`config.mk`:
```
export PLATFORM = sky130hd
export DESIGN_NAME = usb_line_rx
export DESIGN_NICKNAME = d
export VERILOG_FILES = /design/src/rtl/usb_line_pkg.sv /design/src/rtl/usb_sym_decode.sv /design/src/rtl/usb_bit_timer.sv /design/src/rtl/usb_nrzi_destuff.sv /design/src/rtl/usb_line_rx.sv
export SDC_FILE = /design/constraint.sdc
export NUM_CORES = 1
export LEC_CHECK = 0
export ABC_CLOCK_PERIOD_IN_PS = 3000
export CELL_PAD_IN_SITES_DETAIL_PLACEMENT = 1
export CELL_PAD_IN_SITES_GLOBAL_PLACEMENT = 2
export CORE_MARGIN = 2
export CORE_UTILIZATION = 40
export CTS_CLUSTER_SIZE = 14
export DETAILED_ROUTE_END_ITERATION = 10
export DONT_BUFFER_PORTS = 1
export PLACE_DENSITY_LB_ADDON = 0.1
export SYNTH_ARGS = -nofsm -noshare
export SYNTH_HDL_FRONTEND = slang
export SYNTH_SLANG_ARGS = --single-unit
```
`constraint.sdc`:
```
create_clock -name clk_i -period 3 [get_ports clk_i]
set_input_delay 0.45 -clock clk_i [delete_from_list [all_inputs] [get_ports clk_i]]
set_output_delay 0.45 -clock clk_i [all_outputs]
set_load 0.01 [all_outputs]
```
`src/rtl/usb_line_pkg.sv`:
```
package usb_line_pkg;
  typedef enum logic [1:0] {
    SYM_SE0 = 2'b00,
    SYM_J   = 2'b01,
    SYM_K   = 2'b10,
    SYM_SE1 = 2'b11
  } line_sym_e;

  typedef enum logic [1:0] {
    ST_IDLE = 2'd0,
    ST_BITS = 2'd1,
    ST_EOP  = 2'd2
  } rx_state_e;
endpackage

```
`src/rtl/usb_sym_decode.sv`:
```
module usb_sym_decode
  import usb_line_pkg::*;
(
  input  logic      dp_i,
  input  logic      dm_i,
  input  logic      low_speed_i,
  output line_sym_e sym_o
);
  logic j_level;

  // low speed swaps the differential polarity
  assign j_level = low_speed_i ? dm_i : dp_i;

  always_comb begin
    if (dp_i == dm_i) sym_o = dp_i ? SYM_SE1 : SYM_SE0;
    else              sym_o = j_level ? SYM_J : SYM_K;
  end
endmodule

```
`src/rtl/usb_bit_timer.sv`:
```
module usb_bit_timer #(
  parameter int CPB_FS = 4,
  parameter int CPB_LS = 32
) (
  input  logic clk_i,
  input  logic rst_ni,
  input  logic low_speed_i,
  input  logic start_i,
  input  logic run_i,
  output logic tick_o
);
  localparam int CPB_MAX = (CPB_LS > CPB_FS) ? CPB_LS : CPB_FS;
  localparam int CNT_W   = $clog2(CPB_MAX) + 1;
  localparam int HALF_FS = CPB_FS / 2;
  localparam int HALF_LS = CPB_LS / 2;

  logic [CNT_W-1:0] cnt_q;
  logic [CNT_W-1:0] half_ld, full_ld;

  assign half_ld = low_speed_i ? CNT_W'(HALF_LS - 1) : CNT_W'(HALF_FS - 1);
  assign full_ld = low_speed_i ? CNT_W'(CPB_LS - 1)  : CNT_W'(CPB_FS - 1);
  assign tick_o  = run_i && !start_i && (cnt_q == '0);

  always_ff @(posedge clk_i or negedge rst_ni) begin
    if (!rst_ni)             cnt_q <= '0;
    else if (start_i)        cnt_q <= half_ld;
    else if (run_i) begin
      if (cnt_q == '0)       cnt_q <= full_ld;
      else                   cnt_q <= cnt_q - 1'b1;
    end
  end
endmodule

```
`src/rtl/usb_nrzi_destuff.sv`:
```
module usb_nrzi_destuff
  import usb_line_pkg::*;
#(
  parameter int STUFF_RUN = 6
) (
  input  logic      clk_i,
  input  logic      rst_ni,
  input  logic      clear_i,
  input  logic      sample_i,
  input  line_sym_e sym_i,
  output logic      data_vld_o,
  output logic      data_o,
  output logic      stuff_o
);
  localparam int ONES_W = $clog2(STUFF_RUN + 2);
  localparam logic [ONES_W-1:0] ONES_MAX = ONES_W'(STUFF_RUN + 1);

  line_sym_e         ref_q;
  logic [ONES_W-1:0] ones_q;
  logic              same, is_stuff;

  assign same       = (sym_i == ref_q);
  assign is_stuff   = (ones_q == ONES_W'(STUFF_RUN)) && !same;
  assign data_vld_o = sample_i && !is_stuff;
  assign data_o     = same;
  assign stuff_o    = sample_i && is_stuff;

  always_ff @(posedge clk_i or negedge rst_ni) begin
    if (!rst_ni) begin
      ref_q  <= SYM_J;
      ones_q <= '0;
    end else if (clear_i) begin
      ref_q  <= SYM_J;
      ones_q <= '0;
    end else if (sample_i) begin
      ref_q <= sym_i;
      if (!same)                 ones_q <= '0;
      else if (ones_q != ONES_MAX) ones_q <= ones_q + 1'b1;
    end
  end
endmodule

```
`src/rtl/usb_line_rx.sv`:
```
module usb_line_rx
  import usb_line_pkg::*;
#(
  parameter int CPB_FS    = 4,
  parameter int CPB_LS    = 32,
  parameter int STUFF_RUN = 6
) (
  input  logic       clk_i,
  input  logic       rst_ni,
  input  logic       dp_i,
  input  logic       dm_i,
  input  logic       low_speed_i,
  output logic [1:0] sym_o,
  output logic       sop_o,
  output logic       bit_valid_o,
  output logic       bit_o,
  output logic       stuff_o,
  output logic       eop_o,
  output logic       err_o
);
  line_sym_e sym_now, prev_line_q, last_q;
  rx_state_e state_q;
  logic      tick, sop_det, eop_det, err_det, data_tick, dec_clear;
  logic      dv, db, ds;

  usb_sym_decode u_sym (
    .dp_i        (dp_i),
    .dm_i        (dm_i),
    .low_speed_i (low_speed_i),
    .sym_o       (sym_now)
  );

  assign sop_det = (state_q == ST_IDLE) && (prev_line_q == SYM_J) && (sym_now == SYM_K);

  usb_bit_timer #(.CPB_FS(CPB_FS), .CPB_LS(CPB_LS)) u_timer (
    .clk_i       (clk_i),
    .rst_ni      (rst_ni),
    .low_speed_i (low_speed_i),
    .start_i     (sop_det),
    .run_i       (state_q != ST_IDLE),
    .tick_o      (tick)
  );

  assign data_tick = tick && (state_q == ST_BITS) && (sym_now == SYM_J || sym_now == SYM_K);
  assign err_det   = tick && (state_q == ST_BITS) && (sym_now == SYM_SE1);
  assign eop_det   = tick && (state_q == ST_EOP) && (sym_now == SYM_J) && (last_q == SYM_SE0);
  assign dec_clear = sop_det || eop_det || err_det;

  usb_nrzi_destuff #(.STUFF_RUN(STUFF_RUN)) u_dec (
    .clk_i      (clk_i),
    .rst_ni     (rst_ni),
    .clear_i    (dec_clear),
    .sample_i   (data_tick),
    .sym_i      (sym_now),
    .data_vld_o (dv),
    .data_o     (db),
    .stuff_o    (ds)
  );

  always_ff @(posedge clk_i or negedge rst_ni) begin
    if (!rst_ni) begin
      state_q     <= ST_IDLE;
      prev_line_q <= SYM_J;
      last_q      <= SYM_J;
    end else begin
      prev_line_q <= sym_now;
      unique case (state_q)
        ST_IDLE: if (sop_det) state_q <= ST_BITS;
        ST_BITS: if (tick) begin
          if (sym_now == SYM_SE0) begin
            state_q <= ST_EOP;
            last_q  <= SYM_SE0;
          end else if (sym_now == SYM_SE1) begin
            state_q <= ST_IDLE;
          end
        end
        ST_EOP: if (tick) begin
          if (eop_det) begin
            state_q <= ST_IDLE;
            last_q  <= SYM_J;
          end else begin
            last_q <= sym_now;
          end
        end
        default: state_q <= ST_IDLE;
      endcase
    end
  end

  always_ff @(posedge clk_i or negedge rst_ni) begin
    if (!rst_ni) begin
      sop_o       <= 1'b0;
      bit_valid_o <= 1'b0;
      bit_o       <= 1'b0;
      stuff_o     <= 1'b0;
      eop_o       <= 1'b0;
      err_o       <= 1'b0;
    end else begin
      sop_o       <= sop_det;
      bit_valid_o <= dv;
      bit_o       <= dv && db;
      stuff_o     <= ds;
      eop_o       <= eop_det;
      err_o       <= err_det;
    end
  end

  assign sym_o = sym_now;
endmodule

```
Word-level counts from Yosys, hierarchy flattened
Cells that the tools add are included.
{"block": "classes", "shift": 0, "muxes": 27, "eq_ne": 17, "bitwise": 0, "add_sub_neg": 2, "n_mul": 0, "n_lt_le_gt_ge": 0, "div": 0, "n_reduce_logical": 31}
{"cell": "2-to-1 mux 2 bit", "n": 15}
{"cell": "2-to-1 mux 6 bit", "n": 3}
{"cell": "logical AND 1 bit", "n": 14}
{"cell": "2-to-1 mux 3 bit", "n": 4}
{"cell": "inequality test 2 bit (second input constant)", "n": 4}
{"cell": "nonzero test 2 bit", "n": 4}
{"cell": "equality test 2 x 1 -> 1 bit (second input constant)", "n": 3}
{"cell": "equality test 2 bit (second input constant)", "n": 3}
{"cell": "zero test 2 bit", "n": 3}
{"cell": "zero test 6 bit", "n": 1}
{"cell": "one-hot mux 2 bit (3 select lines)", "n": 1}
{"cell": "subtractor 6 x 1 -> 6 bit (second input constant)", "n": 1}
{"cell": "2-to-1 mux 5 bit", "n": 1}
{"cell": "AND reduction 5 bit", "n": 1}
{"cell": "2-to-1 mux 4 bit", "n": 1}
{"cell": "one-hot mux 2 bit (2 select lines)", "n": 1}
{"cell": "AND reduction 4 bit", "n": 1}
{"cell": "adder 3 x 1 -> 3 bit (second input constant)", "n": 1}
{"cell": "equality test 3 bit (second input constant)", "n": 1}
{"cell": "zero test 1 bit", "n": 3}
{"cell": "logical OR 1 bit", "n": 3}
{"cell": "inequality test 3 x 1 -> 1 bit (second input constant)", "n": 1}
{"cell": "inequality test 3 x 2 -> 1 bit (second input constant)", "n": 1}
{"cell": "inequality test 3 bit (second input constant)", "n": 1}
{"cell": "other kinds (5)", "n": 5}
{"block": "totals", "output_inout_bits": 8, "romBits": 0, "ram_bits": 0, "latch_bits": 0, "word_cells": 89, "n_memories": 0, "ff_bits": 23, "input_bits": 5}

Depth between registers and ports, before layout
{"block": "depth", "depth_word": 15, "ltp_mapped": 8, "mapped_depth_nobuf": 7}

By module
From an unflattened synthesis, not the netlist that was laid out.
{"block": "unflattened", "cells_unflattened": 123, "hier_area_um2": 1268.7}
{"mod": "usb_line_rx", "seq_area_each_um2": 302.8, "n_inst": 1, "area_per_inst_um2": 504.2, "cells_per_inst": 39}
{"mod": "usb_bit_timer", "seq_area_each_um2": 150.1, "n_inst": 1, "area_per_inst_um2": 424.2, "cells_per_inst": 50}
{"mod": "usb_nrzi_destuff", "seq_area_each_um2": 126.4, "n_inst": 1, "area_per_inst_um2": 317.8, "cells_per_inst": 32}
{"mod": "usb_sym_decode", "seq_area_each_um2": 0.0, "n_inst": 1, "area_per_inst_um2": 22.5, "cells_per_inst": 2}

Worst setup path before layout
No wires, ideal clock.
{"block": "synth_timing", "kind": "input to register", "startpoint": "input low_speed_i", "endpoint": "register u_dec.ones_q[0]", "path_stages": 8, "path_buffers": 2, "required_time_ns": 2.851, "setup_time_ns": 0.149, "arrival_time_ns": 2.454, "slack_ns": 0.397, "path_cell_list": "clkbuf_1 mux2i_1 ha_1 inv_1 or4_4 buf_6 a2111oi_4 a2111oi_1"}
{"block": "synth_via", "elab_chain_cells": 15, "word_cells_on_any_way": 26, "cone_classes": "eq/ne (5); mux (6); reduce/logical (15)"}
{"element": "start, declared", "line": "usb_line_rx.sv:12", "source": "input logic low_speed_i,"}
{"element": "2-to-1 mux 1 bit *", "line": "usb_sym_decode.sv:12", "source": "assign j_level = low_speed_i ? dm_i : dp_i;"}
{"element": "2-to-1 mux 2 bit *", "line": "usb_sym_decode.sv:16", "source": "else sym_o = j_level ? SYM_J : SYM_K;"}
{"element": "2-to-1 mux 2 bit *", "line": "usb_sym_decode.sv:15", "source": "if (dp_i == dm_i) sym_o = dp_i ? SYM_SE1 : SYM_SE0;"}
{"element": "equality test 2 bit", "line": "usb_line_rx.sv:33, usb_line_rx.sv:44"}
{"element": "logical AND 1 bit", "line": "usb_line_rx.sv:33", "source": "assign sop_det = (state_q == ST_IDLE) && (prev_line_q == SYM_J) && (sym_now == SYM_K);"}
{"element": "zero test 1 bit", "line": "usb_bit_timer.sv:22", "source": "assign tick_o = run_i && !start_i && (cnt_q == '0);"}
{"element": "logical AND 1 bit (2 in series)", "line": "usb_bit_timer.sv:22"}
{"element": "logical AND 1 bit (3 in series)", "line": "usb_line_rx.sv:46", "source": "assign eop_det = tick && (state_q == ST_EOP) && (sym_now == SYM_J) && (last_q == SYM_SE0);"}
{"element": "logical OR 1 bit (2 in series)", "line": "usb_line_rx.sv:47", "source": "assign dec_clear = sop_det || eop_det || err_det;"}
{"element": "inequality test 3 x 2 -> 1 bit (no line) or nonzero test 2 bit (tied branches)"}
{"element": "AND reduction 2 bit (no line)"}
{"element": "end signal, assigned", "line": "usb_nrzi_destuff.sv:38", "source": "else if (ones_q != ONES_MAX) ones_q <= ones_q + 1'b1;"}
{"element": "end, declared", "line": "usb_nrzi_destuff.sv:19", "source": "logic [ONES_W-1:0] ones_q;"}
Every way passes the cells marked *; elsewhere a longest branch is shown, timed or not. The select of a mux whose other input is x is not followed.
A chain may end at the register's enable or synchronous reset.

Worst setup path after layout
{"block": "layout_timing", "startpoint": "register u_timer.cnt_q[0]", "endpoint": "register u_dec.ones_q[0]"}
{"block": "layout_via", "elab_chain_cells": 9, "word_cells_on_any_way": 14, "cone_classes": "eq/ne (1); mux (1); reduce/logical (12)"}
{"element": "start, declared", "line": "usb_bit_timer.sv:17", "source": "logic [CNT_W-1:0] cnt_q;"}
{"element": "start signal, assigned", "line": "usb_bit_timer.sv:26", "source": "else if (start_i) cnt_q <= half_ld;"}
{"element": "start signal, assigned", "line": "usb_bit_timer.sv:28", "source": "if (cnt_q == '0) cnt_q <= full_ld;"}
{"element": "start signal, assigned", "line": "usb_bit_timer.sv:29", "source": "else cnt_q <= cnt_q - 1'b1;"}
{"element": "zero test 6 bit *", "line": "usb_bit_timer.sv:22"}
{"element": "logical AND 1 bit *", "line": "usb_bit_timer.sv:22"}
{"element": "logical AND 1 bit (3 in series)", "line": "usb_line_rx.sv:46"}
{"element": "logical OR 1 bit (2 in series)", "line": "usb_line_rx.sv:47"}
{"element": "inequality test 3 x 2 -> 1 bit (no line) or nonzero test 2 bit (tied branches)"}
{"element": "AND reduction 2 bit (no line)"}
Every way passes the cells marked *; elsewhere a longest branch is shown, timed or not.

==> impl_results.md <==
* Fin crit share at a little over four fifths
* Die area at around 4000 µm²
* Reg2reg end: u_dec.ones_q[0]
* Worst VDD drop at 0.000248 V
* Worst hold path depth at 2
* Sink Count at 23
* Period minus WS final at 2.53 ns
* First-pass GRT wire length at 5380 µm
* Setup Skew at 0.00169 ns
* Worst hold path endpoint: bit_o
* Worst r2r path cells at 6
* All-Layer GR Usage at 17.3%
* Antenna Violating Nets Remaining at 0
* Synth Area in XOR/XNOR at 0%
* DRC at 0
* Int Pwr at a little under 600 µW
* Initial antenna violation count at 0
* Asr flop ratio synth at 100%
* Post-synthesis cell count at about 140
* Worst-path clk slew at 0.13 ns
* Worst Setup End Kind: register
* Final setup viols at 0
* PortBufs at 0
* Die W at 63.1 µm
* Top post-synthesis cells by area: dfrtp_1 (36%), ha_1 (8.1%), dfstp_2 (5.6%)
* Post-synth EDFFs at 0
* Number of vias per cell at 5.69
* Post-synthesis mux area share at around 4.7%
* Slew Limit Fails at 0
* DR WL/cell at around 17 µm
* Initial DRC count at 43
* Placer Congestion at 0.789
* Syn nets at between 100 and 150
* Max Fclk at between 0.3 and 0.4 GHz
* Post-synth cell types at 44
* Final number of hold-violating endpoints at 0
* Cell Area, Synth at roughly 1400 µm²
* Max-Cap Viols at 0
* H-Tree Level Count at 1
* Logic pwr share at 35.2%
* Vias in the first global route at roughly 1100
* Core ar. at 3340 µm²
* Total overflow reported by the global router at 0
* Initial Utilization at between 40% and 50%
* DRT Wirelength at 3120 µm
* Seq cells post-synth at 23
* Synth top area share at 35.8%
* Synth warnings at 0
* Switching power at 401 µW
* Synth Flop Type: dfrtp_1
* Yosys top cell by area: dfrtp_1
* Metal3 WL at between 70 and 80 µm
* Complex-gate fraction of the synthesized area at between 20% and 30%
* WS Path Type: reg2reg
* Power share of the sequential group at between 50% and 60%
* Layout area overhead at 4.47%
* Commonest non-fill, non-tap cell in the layout: dfrtp_1
* Slew headroom at 30.9%
* Switching share of power at between 40% and 50%
* Hold Crit Class: in2reg
* WL met2 at 1560 µm
* Main combinational cell family by area after synthesis: compound AO/OA/AOI/OAI gates
* Post-detail-place hpwl at between 2000 and 2500 µm
* # diodes at 0
* Avg Cell Area, Syn at 10.4 µm²
* Io pins at 13
* Worst Max-Slew Pin Slew at 1.03 ns
* Static Leak at 0.637 nW
* Post-CTS setup buffer count at 0
* Unrepaired setup endpoints after global routing: no
* Post-DP Area at ~1400 µm²
* Setup TNS at 0 ns
* Share of layout cells above drive strength 1 at 8.96%
* Worst R2R Start: u_timer.cnt_q[0]
* Crit path DAT at 2.70 ns
* Critical Path Start: u_timer.cnt_q[0]
* Outcome: complete, no violations
* WP data required at 3.17 ns
* Chip height at 63.1 µm
* M1 WL at 1460 µm
* Clock Power Share at 14.7%
* Worst setup SP type: register
* Fraction of the mapped netlist area in adder cells at 8.05%
* Nets at 149
* Root buffer cell: clkbuf_4
* Setup slack, reg-to-reg at 0.47 ns
* Rows at 21
* Most frequent cells in the layout: dfrtp_1 (20), inv_1 (11), nor2_1 (10)
* Latest clock arrival within the worst-skew pair at 0.31 ns
* Hold_sp: low_speed_i
* Vias at ~1000
* CTS buffer count at 3
* DR top layer: met4
* Max clock buf depth at 2
* Final non-filler cell area at 1460 µm²
* Worst-path maximum fanout at 8
* Largest net degree at the start of global routing at 24
* Pwr Density at between 600 and 700 nW/µm²
* Simple-Gate Fraction of Synth Area at 20.1%
* DRT Pass-1 Iters at 4
* Sequential share of the synthesized area at roughly 41%
* CTS tree: yes
synth_stat cells, types with 3 or more instances:
library cell and n:
a211oi_1 4, a21oi_1 6, clkbuf_1 4, dfrtp_1 20, dfstp_2 3, ha_1 9, inv_1 11, mux2i_1 5
nand2_1 8, nand2b_1 3, nor2_1 10, nor3_1 6, or4bb_1 3
registers in the layout, indices dropped and copies added (netlist names):
name and count:
u_dec.ones_q 3, sop_o 1, state_q 2, err_o 1
u_timer.cnt_q 6, u_dec.ref_q 2, eop_o 1, bit_o 1
last_q 2, bit_valid_o 1, prev_line_q 2, stuff_o 1
worst max-delay path: stages, from the launching register on:
cell and delay, ns:
dfrtp_1 0.42, inv_1 0.09, ha_1 0.17, or4b_1 0.59, or4_4 0.60, a2111oi_4 0.41
a2111oi_1 0.10
final cells by class:
type	instances	area (µm²)
Tap cell	46	57.6
Fill cell	385	1880
Sequential cell	23	579
Multi-Input combinational cell	95	747
Inverter	11	41.3
Clock buffer	4	26.3
Timing Repair Buffer	1	10.0
logic make-up (layout without fill, tap and decap cells):
family          after synthesis  after routing
simple gates                 47             47
flops                        23             23
fa+ha+maj                     9              9
mux                           6              6
buf+inv                      17             16
compound gates               33             33
per-layer routing:
| metal | GRT usage, % | vias up |
|---|---|---|
| li1 | - | 502 |
| met1 | 22.1 | 507 |
| met2 | 29.4 | 14 |
| met3 | 3.75 | 2 |
| met4 | 5.00 | 0 |
| met5 | 0 | - |
power by group through the flow:
stage,Combinational [mW],Sequential (mW),Clock (mW)
4_1_cts,0.355,0.497,0.153
3_3_place_gp,0.336,0.497,0
3_5_place_dp,0.345,0.502,0
2_1_floorplan,0.313,0.446,0
6_report,0.349,0.497,0.145
5_1_grt,0.399,0.519,0.165
through the flow:
step	power, mW	instances	setup slack, ns	hold WS (ns)	utilization (%)
finish	0.992	180	0.471	0.373	43.8
global route	1.08	180	0.319	0.364	43.8
CTS	1.00	180	0.453	0.367	43.8
detailed placement	0.847	175	0.330	0.155	42.7
global placement	0.833	175	0.321	0.155	42.7
floorplan	0.759	135	0.397	0.154	-
how the worst max path moves through the flow:
stage               slack [ns]  cells after the start               to
detailed placement        0.33                      6  u_dec.ones_q[0]
floorplan                 0.40                      8  u_dec.ones_q[0]
global placement          0.32                      6  u_dec.ones_q[1]
finish                    0.47                      6  u_dec.ones_q[0]
global route              0.32                      6  u_dec.ones_q[1]
CTS                       0.45                      6  u_dec.ones_q[0]
what timing repair did:
action	4_1_cts	5_1_grt
hold endpoints to repair	23	0
setup endpoints to repair	0	0
hold buffers	1	0
gates resized for setup	0	0
Note: power is estimated with default switching activity, not from simulation.
